## src/rtl/trig_ext_counter.sv

```systemverilog
module trig_ext_counter #(
  parameter int CNT_W       = 16,
  parameter int SRC_W       = 4,
  parameter int FILT_W      = 4,
  parameter int SYNC_STAGES = 2
) (
  input  logic                      clk,
  input  logic                      rst_n,
  input  logic                      cfg_we,
  input  logic [1:0]                cfg_addr,
  input  logic [SRC_W+FILT_W+3:0]   cfg_wdata,
  input  logic                      ch1_pin,
  input  logic                      ch2_pin,
  input  logic [(1<<SRC_W)-2:0]     ch2_int,
  input  logic [3:0]                itr,
  input  logic                      etr_pin,
  output logic [CNT_W-1:0]          count,
  output logic                      trig_flag
);
  localparam int FILT_LSB = SRC_W;
  localparam int P_BIT    = SRC_W + FILT_W;
  localparam int NP_BIT   = P_BIT + 1;
  localparam int PSC_LSB  = P_BIT + 2;
  localparam int NCH      = 3;

  logic              cen_q, pol_p_q, pol_np_q;
  logic [2:0]        mode_q;
  logic [4:0]        tsel_q;
  logic [SRC_W-1:0]  src_q;
  logic [FILT_W-1:0] fset_q;
  logic [3:0]        itr_d;
  logic [NCH-1:0]    raw, rise, fall;
  logic              flag_clr, evt, ch2_src;
  logic              unused_psc;

  assign flag_clr   = cfg_we && cfg_addr == 2'd0 && cfg_wdata[1];
  assign unused_psc = &cfg_wdata[PSC_LSB+1:PSC_LSB];

  always_ff @(posedge clk or negedge rst_n)
    if (!rst_n) begin
      cen_q <= 1'b0; mode_q <= '0; tsel_q <= '0;
      src_q <= '0; fset_q <= '0; pol_p_q <= 1'b0; pol_np_q <= 1'b0;
    end else if (cfg_we) begin
      case (cfg_addr)
        2'd0: cen_q <= cfg_wdata[0];
        2'd1: begin mode_q <= cfg_wdata[2:0]; tsel_q <= cfg_wdata[7:3]; end
        2'd2: begin
          src_q    <= cfg_wdata[SRC_W-1:0];
          fset_q   <= cfg_wdata[FILT_LSB+FILT_W-1:FILT_LSB];
          pol_p_q  <= cfg_wdata[P_BIT];
          pol_np_q <= cfg_wdata[NP_BIT];
        end
        default: ;
      endcase
    end

  assign ch2_src = {ch2_int, ch2_pin}[src_q];
  assign raw     = {etr_pin, ch2_src, ch1_pin};

  for (genvar g = 0; g < NCH; g++) begin : g_path
    logic [SYNC_STAGES-1:0] sy;
    logic [FILT_W-1:0]      run;
    logic                   f_q, f_d, s;
    assign s = sy[SYNC_STAGES-1];
    always_ff @(posedge clk or negedge rst_n)
      if (!rst_n) begin
        sy <= '0; run <= '0; f_q <= 1'b0; f_d <= 1'b0;
      end else begin
        sy  <= {sy[SYNC_STAGES-2:0], raw[g]};
        f_d <= f_q;
        if (s != f_q) begin
          if (run == fset_q) begin f_q <= s; run <= '0; end
          else run <= run + 1'b1;
        end else run <= '0;
      end
    assign rise[g] = f_q & ~f_d;
    assign fall[g] = ~f_q & f_d;
  end

  always_ff @(posedge clk or negedge rst_n)
    if (!rst_n) itr_d <= '0;
    else        itr_d <= itr;

  function automatic logic pick_edge(input logic r, input logic f, input logic p, input logic np);
    return p ? (np ? (r | f) : f) : r;
  endfunction

  always_comb begin
    evt = 1'b0;
    if (tsel_q[4:3] == 2'b00) begin
      if (!tsel_q[2]) evt = itr[tsel_q[1:0]] & ~itr_d[tsel_q[1:0]];
      else case (tsel_q[1:0])
        2'd0: evt = rise[0] | fall[0];
        2'd1: evt = pick_edge(rise[0], fall[0], pol_p_q, pol_np_q);
        2'd2: evt = pick_edge(rise[1], fall[1], pol_p_q, pol_np_q);
        default: evt = rise[2];
      endcase
    end
  end

  always_ff @(posedge clk or negedge rst_n)
    if (!rst_n) begin
      count <= '0; trig_flag <= 1'b0;
    end else begin
      if (evt)           trig_flag <= 1'b1;
      else if (flag_clr) trig_flag <= 1'b0;
      case (mode_q)
        3'b000:  if (cen_q)        count <= count + 1'b1;
        3'b111:  if (cen_q && evt) count <= count + 1'b1;
        default: ;
      endcase
    end
endmodule


```

## config.mk

```make
export PLATFORM = sky130hd
export DESIGN_NAME = trig_ext_counter
export DESIGN_NICKNAME = d
export VERILOG_FILES = /design/src/rtl/trig_ext_counter.sv
export SDC_FILE = /design/constraint.sdc
export NUM_CORES = 1
export LEC_CHECK = 0
export ABC_AREA = 1
export BUFFER_PORTS_ARGS = -buffer_cell sky130_fd_sc_hd__buf_2
export CAP_MARGIN = 20
export CORE_MARGIN = 2
export CORE_UTILIZATION = 30
export CTS_BUF_LIST = sky130_fd_sc_hd__clkbuf_8
export DETAILED_ROUTE_END_ITERATION = 10
export HOLD_SLACK_MARGIN = 0.02
export PLACE_DENSITY = 0.55
export RECOVER_POWER = 25
export SLEW_MARGIN = 40
export SYNTH_ARGS = -nofsm -noshare
export SYNTH_HDL_FRONTEND = slang
export SYNTH_SLANG_ARGS = --single-unit
```

## constraint.sdc

```tcl
create_clock -name clk -period 1.9 [get_ports clk]
set_input_delay 0.095 -clock clk [delete_from_list [all_inputs] [get_ports clk]]
set_output_delay 0.095 -clock clk [all_outputs]
set_load 0.05 [all_outputs]
```

# Word-level counts from Yosys, hierarchy flattened
# Index checks and enable logic that the tools add are counted.
# word_totals
regBits	64
mem_bits_ro	0
latch_bits	0
mem_bits_rw	0
n_memories	0
word_cells	95
output_inout_bits	17
input_bits	39
# classes
div	0
n_eq_ne	13
n_shift	0
multipliers	0
magnitude_cmp	2
n_reduce_logical	16
bitwise	14
muxes	24
addsub	4
# op_table
cell	count
$mux W16	2
$pmux W16 S2	1
$mux W4	6
$add A16 B1 Y16 const B	1
$add A4 B1 Y4 const B	3
$eq A4 B4 Y1	3
$reduce_and A2 Y1	6
$mux W1	11
$and A1 B1 Y1	6
$logic_not A2 Y1	3
$not A1 Y1	6
$lt A4 B5 Y1 const B	1
$bmux W1 S2	2
$bmux W1 S4	1
$eq A2 B1 Y1 const B	2
$eq A2 B2 Y1 const B	2
$ne A2 B2 Y1 const B	2
$reduce_bool A2 Y1	2
$eq A3 B3 Y1 const B	1
$logic_and A1 B1 Y1	3
$logic_not A3 Y1	1
$lt A2 B3 Y1 const B	1
$ne A1 B1 Y1	3
$pmux W1 S3	1
other kinds (2)	3

# Longest topological paths before layout
# depth
ltp_word	11
depth_mapped	15

# Worst setup path after synthesis
# No wires, ideal clock.
# synth_timing
path_kind	register to register
from	register count[0]
to	register count[14]
slack_ns	0.024
path_stages_with_launch	8
period_less_slack_ns	1.876
required_ns	1.780
arrival_ns	1.756
setup_ns	0.120
path_cell_list	dfrtp_1 -> ha_1 -> nand3_1 -> nor3_1 -> nand3_1 -> xnor2_1 -> nand3_1 -> nand2_1
# synth_via
elab_chain_len	3
elab_cells_between_ends	4
# synth_lines
item	line	rtl
start: declaration	17	output logic [CNT_W-1:0] count,
start signal: assignment	108	3'b000: if (cen_q) count <= count + 1'b1;
start signal: assignment	109	3'b111: if (cen_q && evt) count <= count + 1'b1;
$add A16 B1 Y16 (*)	108, 109	
$mux W16, on equally long branches	109, 108	
$pmux W16 S2 (*)	107	case (mode_q)
# Every way passes the cells marked *; elsewhere a longest branch is shown, timed or not. The select of a mux whose other input is x is not followed.
# A chain may end at the register's enable or synchronous reset.

# Worst setup path in the final report
# layout_timing
from	register g_path[1].f_q
to	register count[0]
# layout_via
elab_chain_len	11
elab_cells_between_ends	12
# layout_lines
item	line	rtl
start: declaration	63	logic f_q, f_d, s;
start signal: assignment	67	sy <= '0; run <= '0; f_q <= 1'b0; f_d <= 1'b0;
start signal: assignment	72	if (run == fset_q) begin f_q <= s; run <= '0; end
$not A1 Y1	77	assign fall[g] = ~f_q & f_d;
$and A1 B1 Y1	77	
$or A1 B1 Y1	85	return p ? (np ? (r | f) : f) : r;
$mux W1	85	
$mux W1 (*)	85	
$pmux W1 S3 (*)	92	else case (tsel_q[1:0])
$mux W1 (*)	91	if (!tsel_q[2]) evt = itr[tsel_q[1:0]] & ~itr_d[tsel_q[1:0]];
$mux W1 (*)	90	if (tsel_q[4:3] == 2'b00) begin
$logic_and A1 B1 Y1 (*)	109	
$ne A2 B2 Y1 (no line) (*)	n/a	
$reduce_and A3 Y1 (no line) (*)	n/a	
# Every way passes the cells marked *; elsewhere a longest branch is shown, timed or not.

==> summary.md <==
| Metric | Value |
|---|---|
| Critical Path Sink | count[0] |
| Max-Cap Viols | 0 |
| Leakage | 0.00206 uW |
| DR iter-0 viols | 98 |
| Number of global-route vias before repair | around 2.5k |
| R2R setup slack | 0.13 ns |
| HPWL Detailed | ~4800 microns |
| Slew headroom | a little over two fifths |
| Cts bufs inserted | 9 |
| Clock skew | 0.00501 ns |
| Largest net degree at the start of global routing | 65 |
| Synth top cells by count | 96 x nand2_1, 64 x dfrtp_1, 42 x inv_1, 39 x nand3_1, 30 x o21ai_0 |
| Final setup viols | 0 |
| Hold slack | between 0.03 and 0.04 ns |
| Worst EP required | roughly 2.1 ns |
| DR WL/cell | 11.9 microns |
| Power Density | 1060 nW/um^2 |
| EDFF count, synth | 0 |
| DR pass1 iterations | 4 |
| Port Buffers | 53 |
| FMAX | around 560 MHz |
| CTS root buf | clkbuf_8 |
| Syn avg cell area | between 8 and 9 sq um |
| Ys Warns | 0 |
| Reg-to-Reg Start | g_path[1].f_q |
| Kind of critical path | register to register |
| Adder-cell area share of the yosys netlist | under 10% |
| Via density per instance | roughly 4.4 |
| Tot GR Track Use | between 10% and 20% |
| Share of cells above drive strength 1 | roughly 21% |
| Max clock buf depth | 2 |
| Post-synth top area cell | dfrtp_1 |
| Antenna-violating nets left | 0 |
| Worst VDD drop | just under 0.4 mV |
| Fin crit share | about 93% |
| Combinational family with the most area after synthesis | simple AND/OR/NAND/NOR gates |
| H-tree levels | 3 |
| # diodes | 0 |
| Global-route wire length before repair | roughly 12000 microns |
| Area of the core | 10400 sq um |
| Top Usage Layer GRT | met2 |
| Layout Nets | between 500 and 600 |
| Synth Area in Simple Gates | 23.2% |
| Tmin final | around 1.8 ns |
| Synth unique cells | 24 |
| Synthesized cell area | 3220 sq um |
| Met3 usage | under 10% |
| Synth Instances | 377 |
| Final Hold Fails | 0 |
| CP max FO | 8 |
| Status | finished clean |
| Die Area | ~12000 sq um |
| CTS sink cnt | 64 |
| Remaining Overflow, GRT | 0 |
| Die height | ~110 microns |
| Post-route DRC | 0 |
| Post-synthesis sequential area ratio | approximately half |
| CP endpoint kind | register |
| Synth top area share | approximately half |
| Compound-gate portion of the synthesized area | roughly 6.6% |
| Hold Path Class | primary input to register |
| Final wirelength | roughly 7100 microns |
| Worst Max-Slew Pin Slew | between 0.8 and 0.9 ns |
| Clock slew at reported path FFs | 0.07 ns |
| Main synth FF type | dfrtp_1 |
| Ports | 56 |
| RR Endpoint | count[0] |
| Final Instance Area | between 4000 and 5000 sq um |
| Async S/R FF share, synth | 100% |
| Met1 Use GR | about 17% |
| Fill count | about 1.1k |
| CP Launch Type | register |
| CP arrival | between 2 and 2.5 ns |
| CTS tree | done |
| Cell count after placement | between 500 and 600 |
| Final Non-Filler Cells | about 600 |
| Vias | between 2k and 3k |
| Met2 usage | between 10% and 20% |
| R2R depth | 14 |
| Layout Area Growth over Synthesis | 27.1% |
| FF+latch count, synth | 64 |
| Mapped Nets | 424 |
| Synth Area in XOR/XNOR | 8.72% |
| Crit. Startpoint | g_path[1].f_q |
| Cell Rows | 37 |
| Routability congestion estimate | around 0.81 |
| Layout Utilization | between 30% and 40% |
| Mux share of post-synthesis cell area | approximately 1.6% |
| Most frequent cell after synthesis | nand2_1 |
| Initial antenna violation count | 0 |
| Clk_lat worst skew | around 0.34 ns |
| Die width | roughly 110 microns |
| Synth top area cells | dfrtp_1 50%, nand2_1 11%, nand3_1 6.1% |
| Initial Utilization | between 30% and 40% |
| Setup TNS | 0 ns |
| Placed Area | around 3700 sq um |
| Final Slew Violations | 0 |
state kept, by name, summed over array words and instances (netlist names):
name,count
cen_q,1
count,16
fset_q,4
g_path.f_d,3
g_path.f_q,3
g_path.run,12
g_path.sy,6
itr_d,4
mode_q,3
pol_np_q,1
pol_p_q,1
src_q,4
trig_flag,1
tsel_q,5
cells in the final DEF, fill, tap and decap left out, types with 3 or more instances in the layout:
cell type	count
nand4_1	4
clkbuf_8	12
clkinv_2	3
inv_2	4
o21ai_0	30
xor2_1	10
o211ai_1	3
buf_2	49
nor2_1	27
dlygate4sd3_1	12
xnor2_1	22
inv_1	41
a21oi_1	6
mux2i_1	4
nand2_2	3
nand2_1	93
nand3_1	38
ha_1	6
nor3_1	5
clkbuf_1	4
buf_4	6
dfrtp_1	62
worst max-delay path: stages, from the launching register on:
cell and delay, ns:
dfrtp_1 0.40, inv_2 0.09, ha_4 0.20, inv_1 0.05, nand2_1 0.05, nand3_1 0.08
nand2_1 0.06, nand3_2 0.07, nand2_2 0.06, nand2_2 0.08, nand3_2 0.09, nand2_4 0.16
nand2_4 0.12, nand2_1 0.09, nand2_1 0.04
cell families after synthesis:
kind of cell	count (synthesis)
buf+inv	53
xor+xnor	32
simple gates	175
fa+ha+maj	8
flops	64
compound gates	40
mux	5
layout make-up:
cell class / count / area (sq um) / area share (%)
sequential: 64 / 1600 / 39.3
clock buffer: 12 / 165 / 4.04
multi-input combinational: 261 / 1450 / 35.4
timing repair buffer: 77 / 517 / 12.6
clock inverter: 4 / 18.8 / 0.459
inverter: 44 / 165 / 4.04
tap: 136 / 170 / 4.16
repair_timing:
action / CTS / global route
setup buffers: 0 / 4
gates resized for setup: 0 / 13
setup endpoints to repair: 0 / 16
hold buffers: 12 / 0
hold endpoints to repair: 75 / 0
how the worst min path moves through the flow:
stage	startpoint	endpoint	depth (start not counted)
detailed placement	rst_n	g_path[2].sy[0]	2
floorplan	rst_n	cen_q	0
CTS	cfg_wdata[3]	tsel_q[0]	3
global route	cfg_wdata[4]	tsel_q[1]	3
global placement	rst_n	g_path[2].sy[0]	2
finish	cfg_wdata[6]	fset_q[2]	3
through the flow:
step	power, uW	setup WS, ns
CTS	4250	0.113
floorplan	2740	0.0238
detailed placement	3130	0.132
finish	4350	0.125
global route	4690	-0.0115
global placement	3090	0.170
layer usage:
metal / up-vias / part of all wire (%)
met4: 0 / 2.0
met5: - / 0
li1: 1362 / -
met2: 51 / 45
met3: 12 / 3.5
met1: 1230 / 49
power breakdown:
part	switching [uW]	internal, uW
combinational	799	583
clock	511	569
sequential	266	1620
total	1580	2770
Power figures use the tool's default switching activity.
